File: src/rtl/pcnt_pkg.sv
package pcnt_pkg;
   typedef enum logic [1:0] {
      PC_IDLE = 2'd0,
      PC_RUN  = 2'd1,
      PC_FIN  = 2'd2
   } pc_state_e;

   function automatic int tally_width(input int data_w);
      return $clog2(data_w + 1);
   endfunction
endpackage

File: src/rtl/pcnt_oper_reg.sv
module pcnt_oper_reg #(
   parameter int DATA_W     = 8,
   parameter int ZDET_GROUP = 4
) (
   input  logic              clk,
   input  logic              rst,
   input  logic              load,
   input  logic              shift_en,
   input  logic [DATA_W-1:0] d,
   output logic              lsb,
   output logic              zero
);
   localparam int NGRP = (DATA_W + ZDET_GROUP - 1) / ZDET_GROUP;
   localparam int PADW = NGRP * ZDET_GROUP;

   logic [DATA_W-1:0] opr_q;

   always_ff @(posedge clk) begin
      if (rst)
         opr_q <= '0;
      else if (load)
         opr_q <= d;
      else if (shift_en)
         opr_q <= {1'b0, opr_q[DATA_W-1:1]};
   end

   assign lsb = opr_q[0];

   generate
      if (DATA_W <= ZDET_GROUP) begin : g_flat_zero
         assign zero = ~|opr_q;
      end else begin : g_tree_zero
         logic [PADW-1:0] padded;
         logic [NGRP-1:0] grp_any;
         assign padded = PADW'(opr_q);
         for (genvar g = 0; g < NGRP; g++) begin : g_grp
            assign grp_any[g] = |padded[g*ZDET_GROUP +: ZDET_GROUP];
         end
         assign zero = ~|grp_any;
      end
   endgenerate
endmodule

File: src/rtl/pcnt_tally.sv
module pcnt_tally #(
   parameter int CW = 4
) (
   input  logic          clk,
   input  logic          rst,
   input  logic          clr,
   input  logic          inc,
   output logic [CW-1:0] q
);
   always_ff @(posedge clk) begin
      if (rst)
         q <= '0;
      else if (clr)
         q <= '0;
      else if (inc)
         q <= q + CW'(1);
   end
endmodule

File: src/rtl/pcnt_ctrl.sv
module pcnt_ctrl
   import pcnt_pkg::*;
(
   input  logic      clk,
   input  logic      rst,
   input  logic      start_lvl,
   input  logic      zero,
   input  logic      lsb,
   output logic      ld_op,
   output logic      shift_en,
   output logic      clr_cnt,
   output logic      inc_cnt,
   output logic      done,
   output pc_state_e st_q
);
   pc_state_e st_d;

   always_ff @(posedge clk) begin
      if (rst)
         st_q <= PC_IDLE;
      else
         st_q <= st_d;
   end

   always_comb begin
      st_d     = st_q;
      ld_op    = 1'b0;
      shift_en = 1'b0;
      clr_cnt  = 1'b0;
      inc_cnt  = 1'b0;
      case (st_q)
         PC_IDLE: begin
            clr_cnt = 1'b1;
            if (start_lvl)
               st_d = PC_RUN;
            else
               ld_op = 1'b1;
         end
         PC_RUN: begin
            if (zero) begin
               st_d = PC_FIN;
            end else begin
               shift_en = 1'b1;
               inc_cnt  = lsb;
            end
         end
         PC_FIN: begin
            if (!start_lvl)
               st_d = PC_IDLE;
         end
         default: st_d = PC_IDLE;
      endcase
   end

   assign done = (st_q == PC_FIN);
endmodule

File: src/rtl/popcnt_shift_engine.sv
module popcnt_shift_engine
   import pcnt_pkg::*;
#(
   parameter int DATA_W     = 8,
   parameter int ZDET_GROUP = 4,
   localparam int CNT_W     = tally_width(DATA_W)
) (
   input  logic              clk,
   input  logic              rst,
   input  logic [DATA_W-1:0] din,
   input  logic              start_lvl,
   output logic [CNT_W-1:0]  count,
   output logic              done
);
   generate
      if (DATA_W < 2) begin : g_bad_width
         $error("popcnt_shift_engine: DATA_W must be at least 2");
      end
      if (ZDET_GROUP < 2) begin : g_bad_group
         $error("popcnt_shift_engine: ZDET_GROUP must be at least 2");
      end
      if ((1 << CNT_W) <= DATA_W) begin : g_bad_cnt
         $error("popcnt_shift_engine: count width cannot hold DATA_W");
      end
   endgenerate

   logic      ld_op, shift_en, clr_cnt, inc_cnt;
   logic      op_lsb, op_zero;
   pc_state_e st_q;

   pcnt_ctrl u_ctrl (
      .clk       (clk),
      .rst       (rst),
      .start_lvl (start_lvl),
      .zero      (op_zero),
      .lsb       (op_lsb),
      .ld_op     (ld_op),
      .shift_en  (shift_en),
      .clr_cnt   (clr_cnt),
      .inc_cnt   (inc_cnt),
      .done      (done),
      .st_q      (st_q)
   );

   pcnt_oper_reg #(
      .DATA_W     (DATA_W),
      .ZDET_GROUP (ZDET_GROUP)
   ) u_oper (
      .clk      (clk),
      .rst      (rst),
      .load     (ld_op),
      .shift_en (shift_en),
      .d        (din),
      .lsb      (op_lsb),
      .zero     (op_zero)
   );

   pcnt_tally #(
      .CW (CNT_W)
   ) u_tally (
      .clk (clk),
      .rst (rst),
      .clr (clr_cnt),
      .inc (inc_cnt),
      .q   (count)
   );
endmodule

File: config.mk
export PLATFORM = sky130hd
export DESIGN_NAME = popcnt_shift_engine
export DESIGN_NICKNAME = d
export VERILOG_FILES = /design/src/rtl/pcnt_pkg.sv /design/src/rtl/pcnt_oper_reg.sv /design/src/rtl/pcnt_tally.sv /design/src/rtl/pcnt_ctrl.sv /design/src/rtl/popcnt_shift_engine.sv
export SDC_FILE = /design/constraint.sdc
export NUM_CORES = 1
export LEC_CHECK = 0
export ABC_AREA = 1
export BUFFER_PORTS_ARGS = -buffer_cell sky130_fd_sc_hd__buf_2
export CAP_MARGIN = 20
export CORE_UTILIZATION = 54
export CTS_CLUSTER_SIZE = 14
export DETAILED_ROUTE_END_ITERATION = 6
export PLACE_DENSITY = 0.76
export SYNTH_ARGS = -nofsm -noshare
export SYNTH_HDL_FRONTEND = slang
export SYNTH_HIERARCHICAL = 1
export SYNTH_SLANG_ARGS = --single-unit
File: constraint.sdc
create_clock -name clk -period 2.8 [get_ports clk]
set_input_delay 0.84 -clock clk [delete_from_list [all_inputs] [get_ports clk]]
set_output_delay 0.84 -clock clk [all_outputs]
set_load 0.05 [all_outputs]
; ---- Yosys cells after proc, flatten, opt, wreduce, memory -nomap -nowiden
; Index checks and enable logic that the tools add are counted.
; W data, S select, Z words.
[totals]
in_bits = 11
wordCells = 27
ff_bits = 14
out_inout_bits = 5
[classes]
addsub = 1
n_mux = 13
n_eq_ne = 5
reduce_logical = 5
[ops]
columns = cell, count
row1 = $mux W8, 2
row2 = $reduce_or A8 Y1, 1
row3 = $mux W1, 7
row4 = $mux W2, 3
row5 = $ne A2 B2 Y1 const B, 3
row6 = $pmux W2 S3, 1
row7 = $add A4 B1 Y4 const B, 1
row8 = $reduce_and A3 Y1, 1
row9 = $eq A2 B1 Y1 const B, 1
row10 = $eq A2 B2 Y1 const B, 1
row11 = $logic_not A2 Y1, 1
row12 = $reduce_bool A2 Y1, 1
row13 = $reduce_or A2 Y1, 1

; ---- Logic depth before layout (Yosys ltp)
[depth]
word_depth = 5
mapped_depth = 11
depth_no_buf = 10

; ---- Hierarchy
; Netlist, hierarchy kept.
[by_module_without_submodules]
columns = module, cells_per_inst, area_each_um2, seq_area_each_um2, n_inst
row1 = pcnt_oper_reg, 70, 432.9, 160.2, 1
row2 = pcnt_tally, 22, 168.9, 80.1, 1
row3 = pcnt_ctrl, 15, 101.3, 40.0, 1

; ---- Worst setup path after synthesis
; OpenSTA, ideal clock, no wires.
[synth_timing]
path_kind = flip-flop to output port
from = reg u_ctrl.st_q[1]
to = out done
t_required_ns = 1.960
arrival_time_ns = 1.055
setup_slack_ns = 0.905
path_buffers = 0
path_stages_with_launch = 3
path_cell_list = dfxtp_1 -> inv_1 -> nor2_1
[synth_via]
elab_chain_cells = 1
[synth_lines]
columns = element, line
row1 = "start, declared", pcnt_ctrl.sv:14  ; output pc_state_e st_q
row2 = "start signal, assigned", pcnt_ctrl.sv:22  ; st_q <= st_d;
row3 = $eq A2 B2 Y1, pcnt_ctrl.sv:55  ; assign done = (st_q == PC_FIN);
row4 = "end, declared", popcnt_shift_engine.sv:13  ; output logic done
; No other way between the ends.

; ---- Final worst setup path
; Same ends and word-level chain as after synthesis.

==> results.py <==
metrics = {
    "outcome": {
        "status": "complete, no violations",
    },
    "cells_and_area": {
        "drive_above_1_share_pct": 19.20,
        "final_cell_mix": "nand2_1 (40), buf_2 (15), dfxtp_1 (14)",
        "multi_input_comb_area_um2": 355.3,
        "syn_to_final_growth_pct": 16.73,
        "antenna_cells": 0,
        "seq_area_um2": 280.3,
        "layout_commonest_cell": "nand2_1",
        "fin_cells": 139,
        "fill_cells": 109,
        "fin_nets": 138,
    },
    "synth": {
        "ys_seq_area_share_pct": 39.86,
        "synth_top_area_share_pct": 39.86,
        "syn_inst": 107,
        "synth_fp_nets": 119,
        "synth_warnings": 6,
        "synth_top_area_cell": "dfxtp_1",
        "synth-seq-cells": 14,
        "avgSynthCellArea_um2": 6.572,
        "synthesis.area_um2": 703.2,
        "synth.distinct_cells": 16,
        "synth.area.top_cells": "dfxtp_1 (40%), nand2_1 (21%), a21oi_1 (7.8%), inv_1 (6.4%), nor2_1 (6.4%)",
    },
    "placed_design": {
        "hpwl_um": 929.1,
        "place_inst": 135,
        "gp_congestion": 0.8654,
        "place_ws_ns": 1.058,
        "port_buffers": 15,
    },
    "routing": {
        "vias_per_cell": 4.662,
        "wirelength_mm": 1.306,
        "drtIter0Drc": 19,
        "vias": 648,
        "drt_pass1_iterations": 4,
        "drc": 0,
        "ant_nets": 0,
        "wire_per_inst_um": 9.396,
    },
    "global_route": {
        "grt_pass1_vias": 542,
        "grt_pass1_wl_mm": 2.235,
        "antenna_found_initial": 0,
        "grt_max_degree": 11,
        "grt_usage_pct": 21.94,
        "overflow": 0,
    },
    "setup_path": {
        "crit_family": "flip-flops",
        "required_ns": 1.96,
        "start_kind": "register",
        "crit_type": "reg -> out",
        "max_stage_delay_ns": 0.38,
        "cp_cell_sequence": "inv_1, nor2_1, buf_2",
        "path_max_fanout": 4,
        "crit_path_end_kind": "output pin",
        "path_buf_inv": 2,
        "critPathArrivalTime_ns": 1.07,
        "critical-path-slowest-cell": "dfxtp_1",
    },
    "floorplanning": {
        "design.die.area_um2": 1450,
        "die_w_um": 38.09,
        "num_rows": 12,
        "io-pin-count": 16,
        "start_util_pct": 60.82,
        "die_h_um": 38.09,
        "core-area_um2": 1156,
    },
    "cts": {
        "clk_latency_ns": 0.27,
        "cts_tree": "yes",
        "clockBufferDepth": 2,
        "postCtsSetupRepairBufs": 0,
        "cts_sinks": 14,
        "cts_inserted_buffers": 3,
        "cts_hold_buf": 0,
        "cts.clk_slew.worst_paths_ns": 0.09,
        "cts.repair.resized": 0,
        "cts_root_buf": "clkbuf_4",
        "h-tree-depth": 1,
    },
    "timing": {
        "finalSetupViolCount": 0,
        "tightestPinTransition_ns": 0.4195,
        "drv_slew": 0,
        "max_freq_mhz": 524.4,
        "layout_setup_ws_ns": 0.8929,
        "finalClockSkew_ns": 0.001300,
        "fin_crit_sh_pct": 68.11,
        "tns_ns": 0,
        "rsz0062_at_grt": "false",
        "finalHoldViolCount": 0,
        "min_period_ns": 1.907,
        "relSlewSlack_pct": 71.93,
    },
    "power": {
        "peakVddDrop_mv": 0.3301,
        "p_leak_nw": 0.4196,
        "pwr_density_cell_nw_per_um2": 575.9,
        "finalPower_w": 0.0004727,
    },
    "run": {
        "drv_cap": 0,
    },
    "worst_hold_path": {
        "hp-class": "reg -> reg",
    },
}
## metal layers
layer	vias to the layer above	wire length (µm)	global-route usage (%)
li1	365	-	-
met1	266	706	31.52
met2	15	523	30.93
met3	2	65	5.814
met4	0	11	8.036
met5	-	0	0
## final timing paths
path	startpoint	cells past startpoint	slack, ns	endpoint
min	u_oper/g_tree_zero.padded[7]	2	0.49	u_oper/g_tree_zero.padded[7]
min reg2reg	u_oper/g_tree_zero.padded[7]	2	0.49	u_oper/g_tree_zero.padded[7]
max reg2reg	u_oper/g_tree_zero.padded[1]	10	1.26	u_tally/q[3]
max	u_ctrl/st_q[1]	3	0.89	done
## kinds of logic (layout without fill, tap and decap cells)
logic type | count (synthesis) | after routing | synth area share (%)
DFF | 14 | 14 | 39.86
AOI/OAI and AO/OA | 13 | 13 | 9.252
buffers and inverters | 15 | 33 | 9.608
adders and majority gates | 1 | 1 | 1.779
and+or+nand+nor | 64 | 64 | 39.50
## flip-flops by register name, summed over array words and instances (netlist names)
signal	cells
u_tally/q	4
u_ctrl/st_q	2
u_oper/g_tree_zero.padded	8
## worst register-to-register path, delay by kind of cell, from the launching register on
kind / cells / cell delay [ns]
and+or+nand+nor: 10 / 1.05
DFF: 1 / 0.38
## Yosys cell counts, drive strengths merged
cell     n
ha       1
o21ai    2
buf      2
nor2    14
dfxtp   14
a21oi   11
nand3    6
inv     13
nand2   41
nor3     1
nand3b   2
## area by class of cell
type                    count  share of cell area (%)
clock buffers               4                   4.421
inverters                  13                   5.945
multi-input cells          78                   43.29
flip-flops and latches     14                   34.15
well taps                  14                   2.134
repair buffers             16                   10.06
## report_power, final
| group | internal [W] | total (W) | switching (W) |
|---|---|---|---|
| logic | 0.0000384 | 0.000100 | 0.0000621 |
| clock network | 0.0000789 | 0.000144 | 0.0000654 |
| registers | 0.000215 | 0.000228 | 0.0000132 |
| total | 0.000332 | 0.000473 | 0.000141 |
## metrics by stage
step / hold slack (ns) / util (%) / cell area, µm²
detailed placement: 0.4752 / 67.86 / 784.5
finish: 0.4857 / 71.00 / 820.8
global placement: 0.4690 / 67.86 / 784.5
global route: 0.5112 / 71.00 / 820.8
floorplan: 0.4461 / - / 703.2
CTS: 0.4895 / 71.00 / 820.8
No activity file was read; power rests on OpenSTA's default activity.
